==> config.mk <==
export PLATFORM = sky130hd
export DESIGN_NAME = byte_gather
export DESIGN_NICKNAME = d
export VERILOG_FILES = /design/src/rtl/byte_gather_pkg.sv /design/src/rtl/byte_gather_table.sv /design/src/rtl/byte_gather_lane.sv /design/src/rtl/byte_gather.sv
export SDC_FILE = /design/constraint.sdc
export NUM_CORES = 1
export LEC_CHECK = 0
export ABC_CLOCK_PERIOD_IN_PS = 2600
export CORE_MARGIN = 10
export CORE_UTILIZATION = 50
export CTS_CLUSTER_SIZE = 30
export DETAILED_ROUTE_END_ITERATION = 7
export DONT_BUFFER_PORTS = 1
export GPL_ROUTABILITY_DRIVEN = 0
export PLACE_DENSITY = 0.74
export SETUP_SLACK_MARGIN = 0.02
export SYNTH_ARGS = -nofsm -noshare
export SYNTH_HDL_FRONTEND = slang
export SYNTH_SLANG_ARGS = --single-unit
==> constraint.sdc <==
create_clock -name clk -period 2.6 [get_ports clk]
set_clock_uncertainty 0.2 [all_clocks]
set_input_delay 0.39 -clock clk [delete_from_list [all_inputs] [get_ports clk]]
set_output_delay 0.39 -clock clk [all_outputs]
set_load 0.005 [all_outputs]
==> src/rtl/byte_gather_pkg.sv <==
package byte_gather_pkg;
  localparam int unsigned BYTE_W = 8;

  typedef logic [BYTE_W-1:0] byte_t;
endpackage

==> src/rtl/byte_gather_table.sv <==
module byte_gather_table #(
  parameter int unsigned ENTRIES = 4,
  parameter int unsigned ENTRY_W = 64,
  localparam int unsigned ADDR_W = $clog2(ENTRIES)
) (
  input  logic                       clk,
  input  logic                       rst_n,
  input  logic                       wr_en,
  input  logic [ADDR_W-1:0]          wr_addr,
  input  logic [ENTRY_W-1:0]         wr_data,
  output logic [ENTRIES*ENTRY_W-1:0] flat_q
);
  logic [ENTRIES-1:0][ENTRY_W-1:0] mem_q;
  logic [ENTRIES-1:0][ENTRY_W-1:0] mem_d;
  logic [ENTRIES-1:0]              ent_we;

  for (genvar e = 0; e < ENTRIES; e++) begin : g_ent
    assign ent_we[e] = wr_en && (wr_addr == ADDR_W'(e));

    always_comb begin
      mem_d[e] = mem_q[e];
      if (ent_we[e]) begin
        mem_d[e] = wr_data;
      end
    end

    always_ff @(posedge clk or negedge rst_n) begin
      if (!rst_n) begin
        mem_q[e] <= '0;
      end else if (ent_we[e]) begin
        mem_q[e] <= mem_d[e];
      end
    end
  end

  assign flat_q = mem_q;
endmodule

==> src/rtl/byte_gather_lane.sv <==
module byte_gather_lane
  import byte_gather_pkg::*;
#(
  parameter int unsigned TOTAL_BYTES = 32,
  parameter int unsigned IDX_W       = 8,
  parameter int unsigned LIMIT_W     = 6,
  localparam int unsigned ADDR_W     = $clog2(TOTAL_BYTES)
) (
  input  logic [TOTAL_BYTES*BYTE_W-1:0] table_flat,
  input  logic [IDX_W-1:0]              idx,
  input  logic [LIMIT_W-1:0]            limit,
  input  byte_t                         dflt,
  output byte_t                         lane_out
);
  logic              below_limit;
  logic              inside_table;
  logic [ADDR_W-1:0] byte_addr;
  byte_t             table_byte;

  assign below_limit  = idx < IDX_W'(limit);
  assign inside_table = idx < IDX_W'(TOTAL_BYTES);
  assign byte_addr    = idx[ADDR_W-1:0];

  always_comb begin
    table_byte = table_flat[{byte_addr, 3'b000} +: BYTE_W];
    lane_out   = (below_limit && inside_table) ? table_byte : dflt;
  end
endmodule

==> src/rtl/byte_gather.sv <==
module byte_gather
  import byte_gather_pkg::*;
#(
  parameter int unsigned ENTRIES = 4,
  parameter int unsigned ENTRY_W = 64,
  parameter int unsigned LANES   = 4,
  parameter int unsigned LIMIT_W = 6,
  localparam int unsigned ADDR_W      = $clog2(ENTRIES),
  localparam int unsigned TOTAL_BYTES = ENTRIES * ENTRY_W / BYTE_W,
  localparam int unsigned WORD_W      = LANES * BYTE_W
) (
  input  logic               clk,
  input  logic               rst_n,
  input  logic               ld_en,
  input  logic [ADDR_W-1:0]  ld_addr,
  input  logic [ENTRY_W-1:0] ld_data,
  input  logic               req_valid,
  input  logic [WORD_W-1:0]  req_idx,
  input  logic [WORD_W-1:0]  req_dflt,
  input  logic [LIMIT_W-1:0] req_limit,
  output logic               rsp_valid,
  output logic [WORD_W-1:0]  rsp_data
);
  logic [ENTRIES*ENTRY_W-1:0] table_flat;
  logic [WORD_W-1:0]          gathered;
  logic [WORD_W-1:0]          data_d;
  logic [WORD_W-1:0]          data_q;
  logic                       valid_q;

  byte_gather_table #(
    .ENTRIES (ENTRIES),
    .ENTRY_W (ENTRY_W)
  ) i_table (
    .clk     (clk),
    .rst_n   (rst_n),
    .wr_en   (ld_en),
    .wr_addr (ld_addr),
    .wr_data (ld_data),
    .flat_q  (table_flat)
  );

  for (genvar k = 0; k < LANES; k++) begin : g_lane
    byte_gather_lane #(
      .TOTAL_BYTES (TOTAL_BYTES),
      .IDX_W       (BYTE_W),
      .LIMIT_W     (LIMIT_W)
    ) i_lane (
      .table_flat (table_flat),
      .idx        (req_idx[k*BYTE_W +: BYTE_W]),
      .limit      (req_limit),
      .dflt       (req_dflt[k*BYTE_W +: BYTE_W]),
      .lane_out   (gathered[k*BYTE_W +: BYTE_W])
    );
  end

  always_comb begin
    data_d = data_q;
    if (req_valid) begin
      data_d = gathered;
    end
  end

  always_ff @(posedge clk or negedge rst_n) begin
    if (!rst_n) begin
      data_q  <= '0;
      valid_q <= 1'b0;
    end else begin
      valid_q <= req_valid;
      if (req_valid) begin
        data_q <= data_d;
      end
    end
  end

  assign rsp_valid = valid_q;
  assign rsp_data  = data_q;
endmodule

Yosys cells after proc, flatten, opt, wreduce, memory -nomap -nowiden
Cells that the tools add are included.

cells by class
  $lt $le $gt $ge = 8
  equality and inequality tests = 3
  shift operators = 4
  mux-type cells = 4
  reduce and logical (&&, ||, !) cells = 9

operators with widths
  operator            number
  $shiftx 256x9->8    4
  $lt 8x6->1          4
  $lt 8x6->1 const B  4
  $mux 8              4
  $logic_and 1x1->1   8
  $eq 2x2->1 const B  2
  $eq 2x1->1 const B  1
  $logic_not 2->1     1

storage, ports and cells
  bits in registers = 289
  input bits = 140
  output and inout bits = 33

Logic depth before layout (Yosys ltp)
  depth in word-level cells = 3
  depth in mapped cells = 9
  gate-level depth less buffers = 7

Hierarchy
A second synthesis with hierarchy kept.

second synthesis, totals
  cells, all modules = 1496
  area total of the unflattened synthesis = 21151.5 sq um

modules (own cells, without submodules)
  module             times used  cells each  area each (sq um)
  byte_gather_lane   4           221         2493.6
  byte_gather_table  1           543         9806.9
  byte_gather        1           69          1370.1

Worst setup path before layout
OpenSTA, ideal clock, no wires.

  path type = input to register
  from = input port req_idx[18]
  to = register data_q[20], in the netlist rsp_data[20]
  library setup time = 0.141 ns
  arrival time = 1.906 ns
  data required time = 2.259 ns
  path slack = 0.353 ns
  stages = 6
  path buffers = 2
  cell sequence = buf_2 -> clkbuf_1 -> mux4_2 -> mux4_1 -> nand2b_2 -> o2111ai_1

between the ends
  cells in the longest elaborated chain, start to end = 3

ends and longest elaborated chain
  what                                                                      RTL line                RTL
  start, declared                                                           byte_gather.sv:18       input logic [WORD_W-1:0] req_idx,
  parallel branches: the longest is 2 deep, another holds $shiftx 256x9->8  --
  $mux 8 *                                                                  byte_gather_lane.sv:26  lane_out = (below_limit && inside_table) ? table_byte : dflt;
  end signal, assigned                                                      byte_gather.sv:70       data_q <= data_d;
  end, declared                                                             byte_gather.sv:27       logic [WORD_W-1:0] data_q;

Mark *: on every way between the ends.
A chain may end at the register's enable or synchronous reset.

Final worst setup path
  from = input port req_idx[17]
  to = register data_q[19], in the netlist rsp_data[19]

Same word-level chain as after synthesis.

==> results.cfg <==
[outcome]
status = finished, violations left
violations = negative hold slack, negative setup slack

[floorplan]
die-area_mm2 = 0.0484
rows = 73
initial_utilization = 0.504
die_x_um = 220
chipHeight_um = 220
io_pins = 173
core_mm2 = 0.0396

[yosys]
syn-num-nets = 1500
syn_area_per_cell_um2 = 14.9
yosysWarningCount = 0
synth_area_leaders = dfrtp_1 36%, mux4_2 27%, mux2_2 15%, mux4_1 5.4%, nand3_1 2.2%
ys_ff_latch = 289
synth_enable_flop_cells = 0
synthesis.area_mm2 = 0.0200
ys.flop_type = dfrtp_1
synth_top_area_frac = 0.362
ys_seq_area_frac = 0.362
synthCells = 1340
ys_types = 53
synth_async_sr_flop_share = 1.00
yosys.area.top_type = dfrtp_1

[placed_design]
port_buffers = 0
place.detailed.hpwl_mm = 40.3
place_inst = 1764

[setup_path]
start_kind = input port
worstPathCellList = dlygate4sd3_1, mux4_2, nand2b_2, o2111ai_1, dlygate4sd3_1
cp.required_ns = 2.85
crit_arrival_ns = 2.85
cp_common_cell = dlygate4sd3_1
cpPeakStageDelay_ns = 1.25
critPathKind = input port to flip-flop
critPathSlowestCell = dlygate4sd3_1
cp_max_fo = 13
critPathCaptureType = flip-flop

[worst_hold_path]
hold_path.class = input port to asynchronous set/reset pin

[power_and_ir_drop]
vdd_drop_max_mv = 0.412
total_power_uw = 15000
leakage_uw = 0.00890
powerDensity_mw_per_mm2 = 663

[run]
drv_cap = 0

[cts]
clk_path_buf_depth = 3
cts_sinks = 289
clk_latency_ns = 0.57
cts-buffers-inserted = 31
clkTransAtPathRegs_ns = 0.06
cts_root_buf = clkbuf_16
h-tree-depth = 1
cts_tree = done

[drt]
vias = 14200
ant_nets = 0
drt-vias-per-instance = 7.20
wl_per_cell_um = 32.2
dr.pass1.iters = 5
first_iter_violations = 1719
drc_errors = 0
drt-total-wl_mm = 63.6

[sta]
fin_setup_tns_ns = -0.00713
min_period_ns = 2.61
worst_pin_slew_ns = 1.09
finalWorstSetupSlack_ns = -0.00713
drv_slew = 0
max-slew-margin-rel = 0.275
max_freq_mhz = 384
hold_slack_ns = -0.682
hold_viol_final = 290
rsz0062_at_grt = yes
setup_viol = 1
fin_crit_sh = 1.00

[cells_and_area]
multiInputGateArea_mm2 = 0.0119
num-fill-cells = 3077
num-nets-final = 1576
stdcell_count = 1975
seq_area_mm2 = 0.00724
drive_above_1_share = 0.435
area_delta_synth_final_pct = 13.4

[global_route]
grt_pass1_vias = 14600
use_met1 = 0.323
grt-busiest-layer = met2
grt_max_degree = 290
met2_usage = 0.414
grt_overflow = 0
grt_use_met3 = 0.103
grt_pass1_wl_mm = 95.4
gr-usage-all-layers = 0.261
antenna_found_initial = 14
==> layout by cell type (no fill, tap or decap), types with 3 or more instances in the layout <==
master,synthesis,routed
nand2b_1,13,13
clkbuf_1,51,6
a22oi_1,17,17
nand3_1,87,85
and2_1,4,4
mux4_2,237,242
nand2_1,75,75
mux2i_1,31,31
nand2b_2,3,3
mux2_2,274,274
buf_4,5,23
nor2_1,6,6
nor2b_1,4,4
clkbuf_8,4,5
o211ai_1,3,3
buf_12,8,10
a211oi_1,4,4
dfrtp_2,0,4
diode_2,0,10
o2111ai_1,33,33
inv_2,3,3
bufinv_16,0,6
a31oi_1,4,4
clkinv_2,0,6
dlygate4sd3_1,1,128
a21o_1,5,5
a21oi_1,6,6
dfrtp_1,289,285
or4_1,3,3
mux4_1,41,36
inv_1,26,26
ha_1,20,20
clkbuf_16,0,31
==> cells in the mapped netlist (3+ instances only) <==
master,number
a211oi_1,4
a21o_1,5
a21oi_1,6
a22oi_1,17
a31oi_1,4
and2_1,4
buf_1,7
buf_12,8
buf_2,28
buf_4,5
buf_6,10
bufbuf_8,3
clkbuf_1,51
clkbuf_8,4
dfrtp_1,289
ha_1,20
inv_1,26
inv_2,3
mux2_2,274
mux2i_1,31
mux4_1,41
mux4_2,237
nand2_1,75
nand2b_1,13
nand2b_2,3
nand3_1,87
nor2_1,6
nor2b_1,4
o2111ai_1,33
o211ai_1,3
o21ai_1,4
or4_1,3
==> flip-flops by register name, indices dropped and copies added, names as in the netlist <==
signal,cells
i_table.flat_q,256
rsp_data,32
rsp_valid,1
==> power by group <==
group	internal, uW	switching [uW]	leakage (uW)
combinational	2630	1240	0.00493
clock	2920	1890	0.000542
sequential	5320	1030	0.00343
==> logic make-up (layout without fill, tap and decap cells) <==
logic type	Yosys count	after routing	share of synthesized area
AND/OR/NAND/NOR	203	203	0.0487
buffers and inverters	148	248	0.0461
adder cells (fa/ha/maj)	20	20	0.0125
AO/OA/AOI/OAI	97	97	0.0399
other	0	10	0
flip-flops	289	289	0.362
multiplexers	583	583	0.491
==> worst max-delay path: cells and delay by family <==
family,cells,cell delay (ns)
buf+inv,2,1.81
mux,1,0.47
simple gates,1,0.09
compound gates,1,0.08
==> cell type report <==
class,instances,share of cell area
flip-flops and latches,289,0.319
clock inverters,15,0.0104
clock buffers,42,0.0383
repair buffers,162,0.0735
diodes,10,0.00110
well taps,525,0.0290
inverters,29,0.00480
multi-input cells,903,0.524
==> timing repair <==
| action | in CTS | in global routing |
|---|---|---|
| resized for setup | 0 | 14 |
| hold endpoints to repair | 578 | 290 |
| setup endpoints to repair | 0 | 11 |
| setup buffers | 0 | 14 |
| hold buffers | 133 | 1 |
==> layer usage <==
layer | wire, um | part of all wire
met4 | 2240 | 0.035
met1 | 22100 | 0.35
met3 | 9010 | 0.14
met2 | 30200 | 0.47
met5 | 50 | 0.00079
==> metrics by stage <==
step,cell area [um2],util,worst slack [ns]
after floorplan,20000,-,0.353
after global placement,20100,0.507,0.228
after detailed placement,20100,0.507,0.148
after CTS,22500,0.569,0.0431
after global routing,22700,0.571,0.0137
final,22700,0.572,-0.00713
==> worst paths after layout <==
path                                     start             endpoint  slack (ns)  cells past startpoint
max in group asynchronous                rst_n  i_table.flat_q[161]        1.92                      0
hold reg to reg            i_table.flat_q[190]  i_table.flat_q[190]        0.35                      1
setup reg to reg           i_table.flat_q[112]         rsp_data[16]        0.04                      5
hold / removal                           rst_n  i_table.flat_q[159]       -0.68                      0
setup / recovery                   req_idx[17]         rsp_data[19]      -0.007                      5
min in group clk                    req_idx[9]         rsp_data[10]           0                      3
No activity file was read; power rests on OpenSTA's default activity.
